File: src/rtl/dif_stage_pkg.sv
package dif_stage_pkg;

    localparam real PI_C = 3.14159265358979323846;

    // Taylor-series sine, evaluated at elaboration time only
    function automatic real sine_series(input real x_in);
        real x;
        real term;
        real acc;
        x = x_in;
        while (x > PI_C)  x = x - 2.0 * PI_C;
        while (x < -PI_C) x = x + 2.0 * PI_C;
        term = x;
        acc  = x;
        for (int i = 1; i < 14; i++) begin
            term = -term * x * x / (real'(2 * i) * real'(2 * i + 1));
            acc  = acc + term;
        end
        return acc;
    endfunction

    function automatic int round_half_up(input real v);
        real r;
        int  t;
        r = v + 0.5;
        t = $rtoi(r);
        if (r < 0.0 && real'(t) != r) t = t - 1;
        return t;
    endfunction

    function automatic int twiddle_re(input int n, input int npts, input int fbits);
        real ang;
        ang = 2.0 * PI_C * real'(n) / real'(npts);
        return round_half_up(sine_series(ang + PI_C / 2.0) * real'(1 << fbits));
    endfunction

    function automatic int twiddle_im(input int n, input int npts, input int fbits);
        real ang;
        ang = 2.0 * PI_C * real'(n) / real'(npts);
        return round_half_up(sine_series(ang) * real'(1 << fbits));
    endfunction

endpackage

File: src/rtl/dif_twiddle_rom.sv
module dif_twiddle_rom #(
    parameter int LG_HALF = 2,
    parameter int CW      = 10,
    parameter bit ODD     = 1'b0
) (
    input  logic [LG_HALF-1:0]   idx,
    output logic signed [CW-1:0] cos_o,
    output logic signed [CW-1:0] sin_o
);
    localparam int HALF = 1 << LG_HALF;
    localparam int NPTS = 4 * HALF;
    localparam int FB   = CW - 2;
    localparam int OFS  = ODD ? 1 : 0;

    logic signed [CW-1:0] cos_tab [HALF];
    logic signed [CW-1:0] sin_tab [HALF];

    // even branch uses n = 2k, odd branch n = 2k+1
    for (genvar k = 0; k < HALF; k++) begin : g_entry
        localparam int NIDX = 2 * k + OFS;
        localparam int CVAL = dif_stage_pkg::twiddle_re(NIDX, NPTS, FB);
        localparam int SVAL = dif_stage_pkg::twiddle_im(NIDX, NPTS, FB);
        assign cos_tab[k] = CVAL[CW-1:0];
        assign sin_tab[k] = SVAL[CW-1:0];
    end

    assign cos_o = cos_tab[idx];
    assign sin_o = sin_tab[idx];
endmodule

File: src/rtl/dif_butterfly.sv
module dif_butterfly #(
    parameter int IW     = 8,
    parameter int CW     = 10,
    parameter int BF_LAT = 2
) (
    input  logic                  clk,
    input  logic                  rst,
    input  logic                  ce,
    input  logic                  in_mark,
    input  logic [2*IW-1:0]       a_in,
    input  logic [2*IW-1:0]       b_in,
    input  logic signed [CW-1:0]  cos_i,
    input  logic signed [CW-1:0]  sin_i,
    output logic                  out_mark,
    output logic [2*(IW+2)-1:0]   sum_o,
    output logic [2*(IW+2)-1:0]   rot_o
);
    localparam int OW  = IW + 2;
    localparam int DW  = 2 * IW;
    localparam int ODW = 2 * OW;
    localparam int PW  = IW + CW + 2;
    localparam int FB  = CW - 2;

    logic signed [IW-1:0] ar, ai, br, bi;
    logic signed [IW:0]   sr, si, dr, di;
    logic signed [PW-1:0] pr, pim;
    logic [ODW-1:0]       sum_w, rot_w;

    always_comb begin
        ar    = $signed(a_in[DW-1:IW]);
        ai    = $signed(a_in[IW-1:0]);
        br    = $signed(b_in[DW-1:IW]);
        bi    = $signed(b_in[IW-1:0]);
        sr    = (IW+1)'(ar) + (IW+1)'(br);
        si    = (IW+1)'(ai) + (IW+1)'(bi);
        dr    = (IW+1)'(ar) - (IW+1)'(br);
        di    = (IW+1)'(ai) - (IW+1)'(bi);
        pr    = PW'(dr) * PW'(cos_i) + PW'(di) * PW'(sin_i);
        pim   = PW'(di) * PW'(cos_i) - PW'(dr) * PW'(sin_i);
        sum_w = {OW'(sr), OW'(si)};
        rot_w = {OW'(pr >>> FB), OW'(pim >>> FB)};
    end

    logic [ODW-1:0] sum_q  [BF_LAT];
    logic [ODW-1:0] rot_q  [BF_LAT];
    logic           mark_q [BF_LAT];

    for (genvar g = 0; g < BF_LAT; g++) begin : g_pipe
        logic [ODW-1:0] sum_d, rot_d;
        logic           mark_d;
        always_comb begin
            if (g == 0) begin
                sum_d  = sum_w;
                rot_d  = rot_w;
                mark_d = in_mark;
            end else begin
                sum_d  = sum_q[(g == 0) ? 0 : g-1];
                rot_d  = rot_q[(g == 0) ? 0 : g-1];
                mark_d = mark_q[(g == 0) ? 0 : g-1];
            end
        end
        always_ff @(posedge clk) begin
            if (rst) mark_q[g] <= 1'b0;
            else if (ce) mark_q[g] <= mark_d;
            if (ce) begin
                sum_q[g] <= sum_d;
                rot_q[g] <= rot_d;
            end
        end
    end

    assign out_mark = mark_q[BF_LAT-1];
    assign sum_o    = sum_q[BF_LAT-1];
    assign rot_o    = rot_q[BF_LAT-1];
endmodule

File: src/rtl/dif_stage.sv
module dif_stage #(
    parameter int IW      = 8,
    parameter int CW      = 10,
    parameter int LG_HALF = 2,
    parameter int BF_LAT  = 2,
    parameter bit ODD     = 1'b0
) (
    input  logic                clk,
    input  logic                rst,
    input  logic                ce,
    input  logic                in_sync,
    input  logic [2*IW-1:0]     in_data,
    output logic                out_sync,
    output logic [2*(IW+2)-1:0] out_data
);
    localparam int HALF  = 1 << LG_HALF;
    localparam int CNT_W = LG_HALF + 1;
    localparam int OW    = IW + 2;
    localparam int DW    = 2 * IW;
    localparam int ODW   = 2 * OW;

    typedef struct packed {
        logic [CNT_W-1:0] in_cnt;
        logic             in_run;
        logic [CNT_W-1:0] out_cnt;
        logic             out_run;
        logic             sync;
        logic [ODW-1:0]   data;
    } state_t;

    state_t st_q, st_d;

    logic [DW-1:0]  hold_mem [HALF];
    logic [ODW-1:0] park_mem [HALF];

    logic             in_act, in_fill, bf_mark_in, out_act, out_early;
    logic [CNT_W-1:0] in_idx, out_idx;
    logic [DW-1:0]    paired;
    logic signed [CW-1:0] tw_c, tw_s;
    logic             bf_mark;
    logic [ODW-1:0]   bf_sum, bf_rot;

    always_comb begin
        in_act     = st_q.in_run | in_sync;
        in_idx     = in_sync ? '0 : st_q.in_cnt;
        in_fill    = ~in_idx[LG_HALF];
        bf_mark_in = in_act && (in_idx == CNT_W'(HALF));
        paired     = hold_mem[in_idx[LG_HALF-1:0]];
        out_act    = st_q.out_run | bf_mark;
        out_idx    = bf_mark ? '0 : st_q.out_cnt;
        out_early  = ~out_idx[LG_HALF];
    end

    dif_twiddle_rom #(.LG_HALF(LG_HALF), .CW(CW), .ODD(ODD)) u_rom (
        .idx   (in_idx[LG_HALF-1:0]),
        .cos_o (tw_c),
        .sin_o (tw_s)
    );

    dif_butterfly #(.IW(IW), .CW(CW), .BF_LAT(BF_LAT)) u_bfly (
        .clk      (clk),
        .rst      (rst),
        .ce       (ce),
        .in_mark  (bf_mark_in),
        .a_in     (paired),
        .b_in     (in_data),
        .cos_i    (tw_c),
        .sin_i    (tw_s),
        .out_mark (bf_mark),
        .sum_o    (bf_sum),
        .rot_o    (bf_rot)
    );

    always_comb begin
        st_d = st_q;
        if (ce) begin
            if (in_act) begin
                st_d.in_run = 1'b1;
                st_d.in_cnt = in_idx + 1'b1;
            end
            if (out_act) begin
                st_d.out_run = 1'b1;
                st_d.out_cnt = out_idx + 1'b1;
                st_d.data    = out_early ? bf_sum : park_mem[out_idx[LG_HALF-1:0]];
            end
            st_d.sync = bf_mark;
        end
    end

    always_ff @(posedge clk) begin
        if (rst) st_q <= '0;
        else     st_q <= st_d;
    end

    always_ff @(posedge clk) begin
        if (ce && in_act && in_fill)    hold_mem[in_idx[LG_HALF-1:0]]  <= in_data;
        if (ce && out_act && out_early) park_mem[out_idx[LG_HALF-1:0]] <= bf_rot;
    end

    assign out_sync = st_q.sync;
    assign out_data = st_q.data;

    // ---------------- assertions ----------------
    logic rst_prev_q;
    always_ff @(posedge clk) rst_prev_q <= rst;

    always @(posedge clk) begin
        if (rst_prev_q && !rst)
            assert_reset_clear_R1: assert (!out_sync && out_data == '0)
                else $error("outputs not cleared by reset");
    end

    assert_presync_quiet_R2: assert property (@(posedge clk) disable iff (rst)
        (!st_q.in_run && !in_sync) |=> !out_sync);

    assert_sync_single_R7: assert property (@(posedge clk) disable iff (rst)
        (ce && out_sync) |=> !out_sync);

    assert_stream_stays_R8: assert property (@(posedge clk) disable iff (rst)
        st_q.out_run |=> st_q.out_run);

    assert_hold_on_idle_R9: assert property (@(posedge clk) disable iff (rst)
        !ce |=> ($stable(out_data) && $stable(out_sync)));
endmodule

File: config.mk
export PLATFORM = sky130hd
export DESIGN_NAME = dif_stage
export DESIGN_NICKNAME = d
export VERILOG_FILES = /design/src/rtl/dif_stage_pkg.sv /design/src/rtl/dif_twiddle_rom.sv /design/src/rtl/dif_butterfly.sv /design/src/rtl/dif_stage.sv
export SDC_FILE = /design/constraint.sdc
export NUM_CORES = 1
export LEC_CHECK = 0
export ABC_AREA = 1
export BUFFER_PORTS_ARGS = -buffer_cell sky130_fd_sc_hd__buf_2
export CAP_MARGIN = 20
export CORE_ASPECT_RATIO = 1.2
export CORE_MARGIN = 2
export CORE_UTILIZATION = 57
export CTS_CLUSTER_SIZE = 14
export DETAILED_ROUTE_END_ITERATION = 7
export PLACE_DENSITY = 0.71
export SKIP_CTS_REPAIR_TIMING = 1
export SYNTH_ARGS = -nofsm -noshare
export SYNTH_HDL_FRONTEND = slang
export SYNTH_SLANG_ARGS = --single-unit
File: constraint.sdc
create_clock -name clk -period 11 [get_ports clk]
set_clock_uncertainty 0.05 [all_clocks]
set_input_delay 1.1 -clock clk [delete_from_list [all_inputs] [get_ports clk]]
set_output_delay 1.1 -clock clk [all_outputs]
set_load 0.01 [all_outputs]
After elaboration in Yosys (flattened, before gate mapping)
Memory sizes are Yosys's and may differ from the RTL's.
Cells that the tools add are included.
Widths: inputs -> output; s select.
{"block": "totals", "elab_cells": 60, "reg_bits": 29, "output_inout_bits": 21, "memories": 5, "ram_bits": 226, "in_bits": 20}
{"block": "classes", "n_lt_le_gt_ge": 1, "n_mux": 21, "reduce_logical": 7, "n_eq_ne": 1, "add_sub_neg": 8, "bitwise_logic": 7, "n_mul": 4}
{"memory": "park_mem", "depth": 4, "width": 20, "rd": 1, "rd_ports_with_merged_regs": 0, "wr": 1, "line_no": "dif_stage.sv:34", "rtl": "logic [ODW-1:0] park_mem [HALF];"}
{"memory": "hold_mem", "depth": 4, "width": 16, "rd": 1, "rd_ports_with_merged_regs": 0, "wr": 1, "line_no": "dif_stage.sv:33", "rtl": "logic [DW-1:0] hold_mem [HALF];"}
{"memory": "u_bfly.rot_q", "depth": 2, "width": 20, "rd": 2, "rd_ports_with_merged_regs": 0, "wr": 2, "line_no": "dif_butterfly.sv:45", "rtl": "logic [ODW-1:0] rot_q [BF_LAT];"}
{"memory": "u_bfly.sum_q", "depth": 2, "width": 20, "rd": 2, "rd_ports_with_merged_regs": 0, "wr": 2, "line_no": "dif_butterfly.sv:44", "rtl": "logic [ODW-1:0] sum_q [BF_LAT];"}
{"memory": "u_bfly.mark_q", "depth": 2, "width": 1, "rd": 2, "rd_ports_with_merged_regs": 0, "wr": 2, "line_no": "dif_butterfly.sv:46", "rtl": "logic mark_q [BF_LAT];"}
{"cell": "$mul 9x10->18", "n": 4}
{"cell": "$bmux 10 s2", "n": 2}
{"cell": "$mux 10", "n": 4}
{"cell": "$mux 20", "n": 1}
{"cell": "$add 18x18->18", "n": 1}
{"cell": "$add 8x8->9", "n": 2}
{"cell": "$sub 18x18->18", "n": 1}
{"cell": "$sub 8x8->9", "n": 2}
{"cell": "$mux 1", "n": 12}
{"cell": "$add 3x1->3 const B", "n": 2}
{"cell": "$mux 3", "n": 2}
{"cell": "$logic_and 1x1->1", "n": 5}
{"cell": "$or 1x1->1", "n": 4}
{"cell": "$reduce_and 2->1", "n": 2}
{"cell": "$eq 3x3->1 const B", "n": 1}
{"cell": "$ge 3x3->1 const B", "n": 1}
{"cell": "$not 2->3", "n": 1}
{"cell": "$not 1->1", "n": 2}

Logic depth before layout (Yosys ltp)
Gate-level depths: netlist (run 1).
{"block": "logic_depth", "ltp_word": 7, "depth_mapped": 45, "ltp_nobuf": 43}

Modules after synthesis
A second synthesis (run 1) with hierarchy kept.
{"block": "unflattened", "cells_unflattened": 2557, "area_unflattened_um2": 24427.2}
{"mod": "dif_butterfly", "cells_each": 1888, "n_inst": 1, "area_each_um2": 17151.4}
{"mod": "dif_stage", "cells_each": 647, "n_inst": 1, "area_each_um2": 7106.8}
{"mod": "dif_twiddle_rom", "cells_each": 22, "n_inst": 1, "area_each_um2": 168.9}

Worst setup path after synthesis (run 1)
No wires, ideal clock.
{"block": "synth_timing", "path_kind": "in2reg", "start": "input in_sync", "end": "memory u_bfly.rot_q[0][4] (netlist name) (data pin)", "arrival_time_ns": 8.042, "required_time_ns": 10.698, "stages": 37, "path_slack_ns": 2.655, "n_path_buf": 1, "path_cell_list": "nor2_8 > inv_1 > buf_2 > nor2_1 > inv_1 > a22oi_1 > ha_1 > inv_1 > fa_1 > nand3_1 > nand2_1 > a21oi_1 > xor2_2 > inv_1 > nor2_1 > inv_1 > fa_1 > fa_1 > inv_1 > fa_1 > fa_1 > fa_1 > fa_1 > inv_1 > fa_1 > inv_1 > ha_1 > a21oi_1 > o21a_1 > nand2_2 > a21o_4 > nand2_2 > nand2_2 > nand2_1 > nand2_1 > nand2_1 > nand2_1"}
{"item": "from (decl)", "line_no": "dif_stage.sv:11", "rtl": "input logic in_sync,"}
{"item": "to (decl)", "line_no": "dif_butterfly.sv:45"}

==> results of run 1 <==
## logic make-up (layout without fill, tap and decap cells)
logic type	Yosys count	after routing	share of synthesized area
other cells	1	3	0.0001819
simple gates	433	433	0.08646
xor+xnor	52	52	0.02245
compound gates	235	235	0.06638
fa+ha+maj	466	466	0.3727
buf+inv	528	558	0.1004
flops	251	251	0.3514
## synthesized netlist by cell type, types with 16 or more instances
| cell | number | area, µm² |
|---|---|---|
| inv_1 | 453 | 1700 |
| fa_1 | 247 | 4945 |
| edfxtp_1 | 222 | 6666 |
| ha_1 | 219 | 2740 |
| nand2_1 | 211 | 792.0 |
| nor2_1 | 154 | 578.1 |
| o21ai_0 | 93 | 465.5 |
| a21oi_1 | 50 | 250.2 |
| xor2_1 | 36 | 315.3 |
| nand3_1 | 35 | 175.2 |
| clkbuf_1 | 34 | 127.6 |
| o22ai_1 | 33 | 206.5 |
| dfxtp_1 | 29 | 580.6 |
| buf_4 | 21 | 157.7 |
| a31oi_1 | 17 | 106.4 |
| a22oi_1 | 16 | 120.1 |
## placed cells by master (no fill, tap or decap), types with 33 or more instances in the layout
master,instances
ha_1,219
buf_2,39
o21ai_0,93
inv_1,453
nand2_1,211
o22ai_1,33
xor2_1,36
nor2_1,153
fa_1,247
nand3_1,35
a21oi_1,49
edfxtp_1,222
## final cells by class
| class | instances | area (µm²) |
|---|---|---|
| inverter | 461 | 1730 |
| sequential | 251 | 7247 |
| timing repair buffer | 57 | 342.8 |
| tap | 468 | 585.6 |
| clock buffer | 39 | 665.6 |
| fill | 2988 | 13860 |
| antenna | 1 | 2.502 |
| clock inverter | 1 | 5.005 |
| multi-input combinational | 1188 | 11310 |
## worst register-to-register path, delay by kind of cell, from the launching register on
kind	cells	cell delay, ns
and+or+nand+nor	11	1.16
xor gates and xnor gates	1	0.31
AOI/OAI and AO/OA	6	1.19
DFF	1	0.88
adders and majority gates	10	4.39
buffers and inverters	9	1.22
## flip-flops by register name, indices dropped and copies added (netlist names)
register       flops
park_mem          80
u_bfly.sum_q      36
hold_mem          64
u_bfly.mark_q      2
st_q               8
u_bfly.rot_q      40
out_sync           1
out_data          20
## metrics by stage
stage | hold WS [ns] | util | setup WS (ns) | std cells | instance area [µm²]
2_1_floorplan | 0.3503 | - | 2.655 | 1967 | 20620
3_3_place_gp | 0.3515 | 0.5931 | 1.491 | 2423 | 21200
3_5_place_dp | 0.3545 | 0.5933 | 1.342 | 2424 | 21210
4_1_cts | 0.3592 | 0.6120 | 1.569 | 2464 | 21880
5_1_grt | 0.3715 | 0.6123 | 0.9121 | 2466 | 21890
6_report | 0.3599 | 0.6123 | 1.552 | 2466 | 21890
## path summary, 6_finish.rpt
path | to | cells past startpoint | start
max reg2reg | u_bfly.rot_q[0][4] | 37 | st_q[26]
max | u_bfly.rot_q[0][4] | 37 | st_q[26]
min | u_bfly.rot_q[0][21] | 0 | u_bfly.rot_q[0][1]
min reg2reg | u_bfly.rot_q[0][21] | 0 | u_bfly.rot_q[0][1]
## routing by layer
metal	vias to the layer above	routed length, µm
met2	361	23290
met5	-	0
met1	6459	17830
li1	6234	-
met4	0	2025
met3	108	2084
==> metrics.md, run 1 <==
| Metric | Value |
|---|---|
| Syn Area/Cell | `around 10 µm²` |
| Max frequency | `between 0.1 and 0.15 GHz` |
| Status | `complete, no violations` |
| Met3 Resource Use GR | `0.02915` |
| Max stage delay on crit path | `0.88 ns` |
| Vias in the first global route | `around 14000` |
| Largest delay share family, worst path | `adder cells` |
| Met2 Use GR | `0.4476` |
| Fraction of layout cells with a size suffix above 1 | `0.06109` |
| Buf/Inv on CP | `9` |
| Slew @ Worst Pin | `around 1.0 ns` |
| Ys flop type | `edfxtp_1` |
| Nets | `approximately 2500` |
| CP most frequent cell | `fa_1` |
| 1st-iter DRT viols | `843` |
| First-pass GRT wire length | `72.66 mm` |
| Clk Latency, worst-skew pair | `between 0.5 and 0.6 ns` |
| Setup crit start kind | `register` |
| Vias/cell | `between 5 and 6` |
| Gr usage total | `0.2527` |
| Post-route ant nets | `0` |
| Gate Count Post-Synth | `~2000` |
| Routed len/inst | `roughly 18 µm` |
| Period utilization | `0.8589` |
| Post-synth EDFFs | `~220` |
| CTS tree | `yes` |
| Die Area | `roughly 38000 µm²` |
| Fin. max-slew vios | `0` |
| R2R setup slack | `roughly 1.6 ns` |
| Num CTS Buffers | `22` |
| Crit end category | `register` |
| GP Congestion | `just over 1` |
| Core Region | `approximately 36000 µm²` |
| WS Path Type | `register to register` |
| Distinct cells, synth | `between 40 and 50` |
| RSZ-0062 raised after global routing | `no` |
| Fin crit period | `9.448 ns` |
| Clock slew at the register clock pins of the worst setup and hold paths | `about 0.07 ns` |
| Routed via count | `13160` |
| Yosys reg bits | `about 250` |
| Die X | `between 150 and 200 µm` |
| Crit-path max FO | `39` |
| CTS root buf | `clkbuf_16` |
| Final setup vio count | `0` |
| Largest net degree at the start of global routing | `70` |
| Htree depth | `1` |
| Area of the mapped netlist | `20620 µm²` |
| Remaining DRCs | `0` |
| Sink Count | `251` |
| Initial Util | `0.5767` |
| Asr flop ratio synth | `0` |
| Post-synthesis sequential area ratio | `0.3514` |
| Initial antenna violation count | `1` |
| Detail Placement HPWL | `36.36 mm` |
| Synthesis warning total | `0` |
| Setup TNS | `0 ns` |
| Worst EP arrival | `roughly 9.7 ns` |
| GR Util met1 | `0.3109` |
| # port buffers | `40` |
| Row cnt | `76` |
| CP required | `about 11 ns` |
| 1st-pass router iterations | `5` |
| Area Growth Syn to Fin | `6.164%` |
| Headroom to the max-slew limit | `0.3259` |
| Maximum clock path buffer count | `3` |
| HP Class | `register to register` |
| Gr ovfl total | `0` |
| Endpoints failing hold | `0` |
| Worst path slowest cell | `dfxtp_1` |
| MaxCap Viol Count | `0` |
| Most Crowded Layer GR | `met2` |
| Top Ports | `41` |
| Drt total wl | `~45 mm` |
| Die H | `212.4 µm` |
Power of run 1 is not shown: default switching activity piles up to over one toggle a cycle in this logic, so the estimate is an artifact.
==> run 2: changes to the inputs <==
--- a/config.mk
+++ b/config.mk
@@ -10,10 +10,10 @@
 export CAP_MARGIN = 20
 export CORE_ASPECT_RATIO = 1.2
 export CORE_MARGIN = 2
-export CORE_UTILIZATION = 57
+export CORE_UTILIZATION = 25
 export CTS_CLUSTER_SIZE = 14
 export DETAILED_ROUTE_END_ITERATION = 7
-export PLACE_DENSITY = 0.71
+export PLACE_DENSITY = 0.37
 export SKIP_CTS_REPAIR_TIMING = 1
 export SYNTH_ARGS = -nofsm -noshare
 export SYNTH_HDL_FRONTEND = slang
==> constraint.sdc (replaced) <==
create_clock -name clk -period 10.8 [get_ports clk]
set_clock_uncertainty 0.05 [all_clocks]
set_input_delay 1.08 -clock clk [delete_from_list [all_inputs] [get_ports clk]]
set_output_delay 1.08 -clock clk [all_outputs]
set_load 0.01 [all_outputs]
==> metrics.md, run 2 (same netlist as run 1, synthesis figures left out) <==
| Metric | Value |
|---|---|
| CTS tree | `yes` |
| CP startpoint | `in_sync` |
| R2r worst-path depth | `32 (-14%)` |
| Die X | `266.2 µm (+50%)` |
| Gr usage total | `0.1378 (-0.1149)` |
| Post-route ant nets | `0 (unchanged)` |
| R2R Path Start | `st_q[26]` |
| Die Area | `84810 µm² (+120%)` |
| Area Growth Syn to Fin | `10.91%` |
| Worst EP arrival | `9.80 ns (+0.13 ns)` |
| Crit-path max FO | `28 (-28%)` |
| Detail Placement HPWL | `46.13 mm (+27%)` |
| Final setup vio count | `0 (unchanged)` |
| CP required | `11.01 ns (-0.21 ns)` |
| Crit. path cell count | `32 (-14%)` |
| WS Path Type | `input pin to register` |
| Setup crit start kind | `input pin` |
| Initial Util | `0.2519 (-0.3249)` |
| Vias/cell | `4.257 (-20%)` |
| Clk Latency, worst-skew pair | `0.54 ns (+0.02 ns)` |
| Setup crit end | `u_bfly.rot_q[0][6]` |
| Most frequent cells in the layout | `inv_1 (453), fa_1 (247), edfxtp_1 (222)` |
| Largest net degree at the start of global routing | `62 (-11%)` |
| Row cnt | `115 (+51%)` |
| Fin crit period | `9.585 ns` |
| RSZ-0062 raised after global routing | `no` |
| FF-to-FF End | `u_bfly.rot_q[0][6]` |
| Filler cell count in the final layout | `8577 (+190%)` |
| Status | `complete, no violations` |
| Vias in the first global route | `14390 (+4.3%)` |
| HP Class | `register to register` |
| Slew @ Worst Pin | `1.036 ns (+0.02620 ns)` |
| Period utilization | `0.8875` |
| Core Region | `81870 µm² (+130%)` |
| Fraction of layout cells with a size suffix above 1 | `0.07260 (+0.01151)` |
| Clock slew at the register clock pins of the worst setup and hold paths | `0.07 ns (about the same)` |
| Max stage delay on crit path | `0.56 ns (-0.32 ns)` |
| Top Ports | `41 (unchanged)` |
| Crit end category | `register` |
| MaxCap Viol Count | `0 (unchanged)` |
| Sink Count | `251 (unchanged)` |
| Remaining DRCs | `0 (unchanged)` |
| Headroom to the max-slew limit | `0.3084 (-0.01748)` |
| Max frequency | `between 0.1 and 0.15 GHz` |
| Hold Path Cell Cnt | `0 (unchanged)` |
| Htree depth | `1 (unchanged)` |
| Fin. max-slew vios | `0 (unchanged)` |
| Maximum clock path buffer count | `3 (unchanged)` |
| 1st-iter DRT viols | `606 (-28%)` |
| R2R setup slack | `1.51 ns (-0.04 ns)` |
| Max reg flops | `80 (unchanged)` |
| # port buffers | `40 (unchanged)` |
| Endpoints failing hold | `0 (unchanged)` |
| 1st-pass router iterations | `5 (unchanged)` |
| First-pass GRT wire length | `88.18 mm (+21%)` |
| Num CTS Buffers | `25 (+14%)` |
| Setup TNS | `0 ns (unchanged)` |
| Buf/Inv on CP | `8 (-1)` |
| Nets | `2478 (+0.45%)` |
| CTS root buf | `clkbuf_16` |
| GP Congestion | `0.8492 (-16%)` |
| Routed len/inst | `18.48 µm (+0.73%)` |
| Routed via count | `13050 (-0.87%)` |
| Largest delay share family, worst path | `adder cells` |
| Drt total wl | `56.63 mm (+25%)` |
| Most common cell after layout, fill and taps aside | `inv_1` |
| Gr ovfl total | `0 (unchanged)` |
| Initial antenna violation count | `4 (+3)` |
| Worst path slowest cell | `fa_1` |
| Die H | `318.6 µm (+50%)` |
run 2: cell types whose count changed in the layout (fill, tap and decap cells not counted), sizes merged:
cell,before,now
clkbuf,39,33
buf,57,65
bufinv,0,2
inv,461,462
clkinvlp,0,3
clkinv,1,7
run 2: worst reg2reg max path, delay by kind of cell, from the launching register on:
kind	cells	cell delay (ns)
buffers and inverters	8	1.07
AND/OR/NAND/NOR	6	0.99
XOR/XNOR	1	0.37
flip-flops	1	0.35
adder cells (fa/ha/maj)	10	4.38
AO/OA/AOI/OAI	7	1.79
run 2: worst min-delay path by stage:
stage	from	slack (ns)	end
6_report	u_bfly.sum_q[0][17]	0.37	u_bfly.sum_q[0][37]
5_1_grt	u_bfly.sum_q[0][17]	0.37	u_bfly.sum_q[0][37]
4_1_cts	u_bfly.sum_q[0][4]	0.37	u_bfly.sum_q[0][24]
3_5_place_dp	u_bfly.sum_q[0][19]	0.35	u_bfly.sum_q[0][38]
3_3_place_gp	u_bfly.rot_q[0][2]	0.35	u_bfly.rot_q[0][22]
2_1_floorplan	u_bfly.rot_q[0][0]	0.35	u_bfly.rot_q[0][20]
run 2: routing by layer:
layer  up-vias  global-route usage  wire length, µm
met3        72             0.01052             1470
met1      6519              0.1734            24190
met2       186              0.2517            29400
met4         2             0.03770             1558
met5         -                   0               12
li1       6268                   -                -
run 2: metrics by stage:
stage            util  instances  cell area [µm²]  hold WS [ns]  setup slack (ns)
4_1_cts        0.2790       3063            22840        0.3659             1.171
3_5_place_dp   0.2690       3017            22020        0.3545            0.6239
5_1_grt        0.2793       3064            22870        0.3674            0.6465
6_report       0.2793       3065            22870        0.3651             1.215
2_1_floorplan       -       1967            20620        0.3503             2.475
3_3_place_gp   0.2690       3017            22020        0.3504            0.7237
run 2: cell type report:
cell class	count	area, µm²	area share
multi-input cells	1188	11350	0.4961
flip-flops and latches	251	7247	0.3169
inverters	461	1730	0.07566
well taps	1053	1318	0.05761
clock buffers	33	685.7	0.02998
repair buffers	65	410.4	0.01794
clock inverters	13	131.4	0.005744
diodes	1	2.502	0.0001094
Power of run 2 is left out for the same reason.
==> run 3: changes to the inputs <==
--- a/config.mk
+++ b/config.mk
@@ -6,14 +6,14 @@
 export NUM_CORES = 1
 export LEC_CHECK = 0
 export ABC_AREA = 1
-export BUFFER_PORTS_ARGS = -buffer_cell sky130_fd_sc_hd__buf_2
 export CAP_MARGIN = 20
 export CORE_ASPECT_RATIO = 1.2
 export CORE_MARGIN = 2
 export CORE_UTILIZATION = 25
-export CTS_CLUSTER_SIZE = 14
+export CTS_CLUSTER_SIZE = 12
 export DETAILED_ROUTE_END_ITERATION = 7
-export PLACE_DENSITY = 0.37
+export DONT_BUFFER_PORTS = 1
+export PLACE_DENSITY = 0.36
 export SKIP_CTS_REPAIR_TIMING = 1
 export SYNTH_ARGS = -nofsm -noshare
 export SYNTH_HDL_FRONTEND = slang
==> constraint.sdc (replaced) <==
create_clock -name clk -period 9.9 [get_ports clk]
set_clock_uncertainty 0.05 [all_clocks]
set_input_delay 0.99 -clock clk [delete_from_list [all_inputs] [get_ports clk]]
set_output_delay 0.99 -clock clk [all_outputs]
set_load 0.01 [all_outputs]
==> metrics.md, run 3 (same netlist as run 1, synthesis figures left out) <==
| Metric | Value |
|---|---|
| CTS tree | `yes` |
| 1st-pass router iterations | `5 (unchanged)` |
| Area Growth Syn to Fin | `9.502%` |
| Num CTS Buffers | `25 (unchanged)` |
| # port buffers | `0 (-100%)` |
| Final setup vio count | `0 (unchanged)` |
| Remaining DRCs | `0 (unchanged)` |
| Fin crit period | `8.904 ns` |
| Maximum clock path buffer count | `3 (unchanged)` |
| Crit-path max FO | `18 (-36%)` |
| Die H | `318.6 µm (unchanged)` |
| Crit end category | `register` |
| Worst Hold Slack | `0.3644 ns (-0.0007250 ns)` |
| Status | `complete, no violations` |
| Top Ports | `41 (unchanged)` |
| Largest net degree at the start of global routing | `80 (+29%)` |
| Htree depth | `1 (unchanged)` |
| CTS root buf | `clkbuf_16` |
| Detail Placement HPWL | `45.83 mm (-0.66%)` |
| Fraction of layout cells with a size suffix above 1 | `0.04733 (-0.02527)` |
| 1st-iter DRT viols | `616 (+1.7%)` |
| Die Area | `84810 µm² (unchanged)` |
| Worst path slowest cell | `xor2_1` |
| CP required | `10.12 ns (-0.89 ns)` |
| Sink Count | `251 (unchanged)` |
| HP Class | `register to register` |
| Vias in the first global route | `13730 (-4.6%)` |
| Filler cell count in the final layout | `8591 (+0.16%)` |
| Fin. max-slew vios | `0 (unchanged)` |
| Slew @ Worst Pin | `1.039 ns (+0.002835 ns)` |
| WS Path Type | `register to register` |
| Row cnt | `115 (unchanged)` |
| MaxCap Viol Count | `0 (unchanged)` |
| Vias/cell | `4.232 (-0.59%)` |
| Post-route ant nets | `0 (unchanged)` |
| Max frequency | `between 0.1 and 0.15 GHz` |
| Gr usage total | `0.1355 (-0.002259)` |
| Initial antenna violation count | `0 (-4)` |
| Gr ovfl total | `0 (unchanged)` |
| Period utilization | `0.8994` |
| Max stage delay on crit path | `0.72 ns (+0.16 ns)` |
| First-pass GRT wire length | `86.31 mm (-2.1%)` |
| Nets | `2432 (-1.9%)` |
| Routed len/inst | `18.70 µm (+1.2%)` |
| Most common cell after layout, fill and taps aside | `inv_1` |
| GP Congestion | `0.8683 (+2.2%)` |
| Antenna cells | `0 (-1)` |
| Initial Util | `0.2519 (unchanged)` |
| Worst EP arrival | `9.12 ns (-0.68 ns)` |
| Setup crit start kind | `register` |
| Routed via count | `12770 (-2.1%)` |
| Core Region | `81870 µm² (unchanged)` |
| RSZ-0062 raised after global routing | `no` |
| Clock slew at the register clock pins of the worst setup and hold paths | `0.07 ns (about the same)` |
| Endpoints failing hold | `0 (unchanged)` |
| Max reg flops | `80 (unchanged)` |
| Most frequent cells in the layout | `inv_1 (452), fa_1 (247), edfxtp_1 (222)` |
| Headroom to the max-slew limit | `0.3065 (-0.001892)` |
| CP most frequent cell | `fa_1` |
| Drt total wl | `56.42 mm (-0.36%)` |
| Setup TNS | `0 ns (unchanged)` |
| Die X | `266.2 µm (unchanged)` |
| Clk Latency, worst-skew pair | `0.53 ns (about the same)` |
## run 3: changes by cell type in the layout (fill, tap and decap cells not counted), sizes merged
cell	change
buf	-46
bufinv	-2
clkbuf	+11
clkinv	-5
clkinvlp	-3
diode	-1
inv	-1
## run 3: final cells by class
class                           count  area [µm²]  share of cell area
Sequential cell                   251        7247              0.3209
Inverter                          461        1730             0.07663
Tap cell                         1053        1318             0.05835
Clock buffer                       44       716.9             0.03175
Multi-Input combinational cell   1188       11350              0.5028
Clock inverter                      2       13.76           0.0006095
Timing Repair Buffer               19       201.4            0.008921
## run 3: metrics by stage
stage / worst slack [ns] / instance area (µm²) / instances / utilization
2_1_floorplan: 1.665 / 20620 / 1967 / -
3_3_place_gp: 0.7374 / 21750 / 2967 / 0.2657
3_5_place_dp: 0.6362 / 21820 / 2970 / 0.2666
4_1_cts: 0.9312 / 22550 / 3016 / 0.2755
5_1_grt: 0.3711 / 22580 / 3018 / 0.2758
6_report: 0.9956 / 22580 / 3018 / 0.2758
## run 3: path summary, 6_finish.rpt
path                        from                  end  slack, ns  depth (start not counted)
max                     st_q[26]   u_bfly.rot_q[0][4]        1.0                         36
min          u_bfly.sum_q[0][19]  u_bfly.sum_q[0][38]       0.36                          0
max reg2reg             st_q[26]   u_bfly.rot_q[0][4]        1.0                         36
min reg2reg  u_bfly.sum_q[0][19]  u_bfly.sum_q[0][38]       0.36                          0
## run 3: layer usage
metal	wire [µm]	track usage
met5	0	0
met4	567	0.02097
met3	1910	0.01570
met2	30040	0.2520
met1	23910	0.1697
## run 3: critical path, delay by kind of cell, from the launching register on
family                   cells  cell delay (ns)
adder cells (fa/ha/maj)      9             4.24
flip-flops                   1             0.30
AO/OA/AOI/OAI                5             0.87
AND/OR/NAND/NOR             13             1.19
XOR/XNOR                     1             0.72
buffers and inverters        8             1.22
Power of run 3 is left out for the same reason.
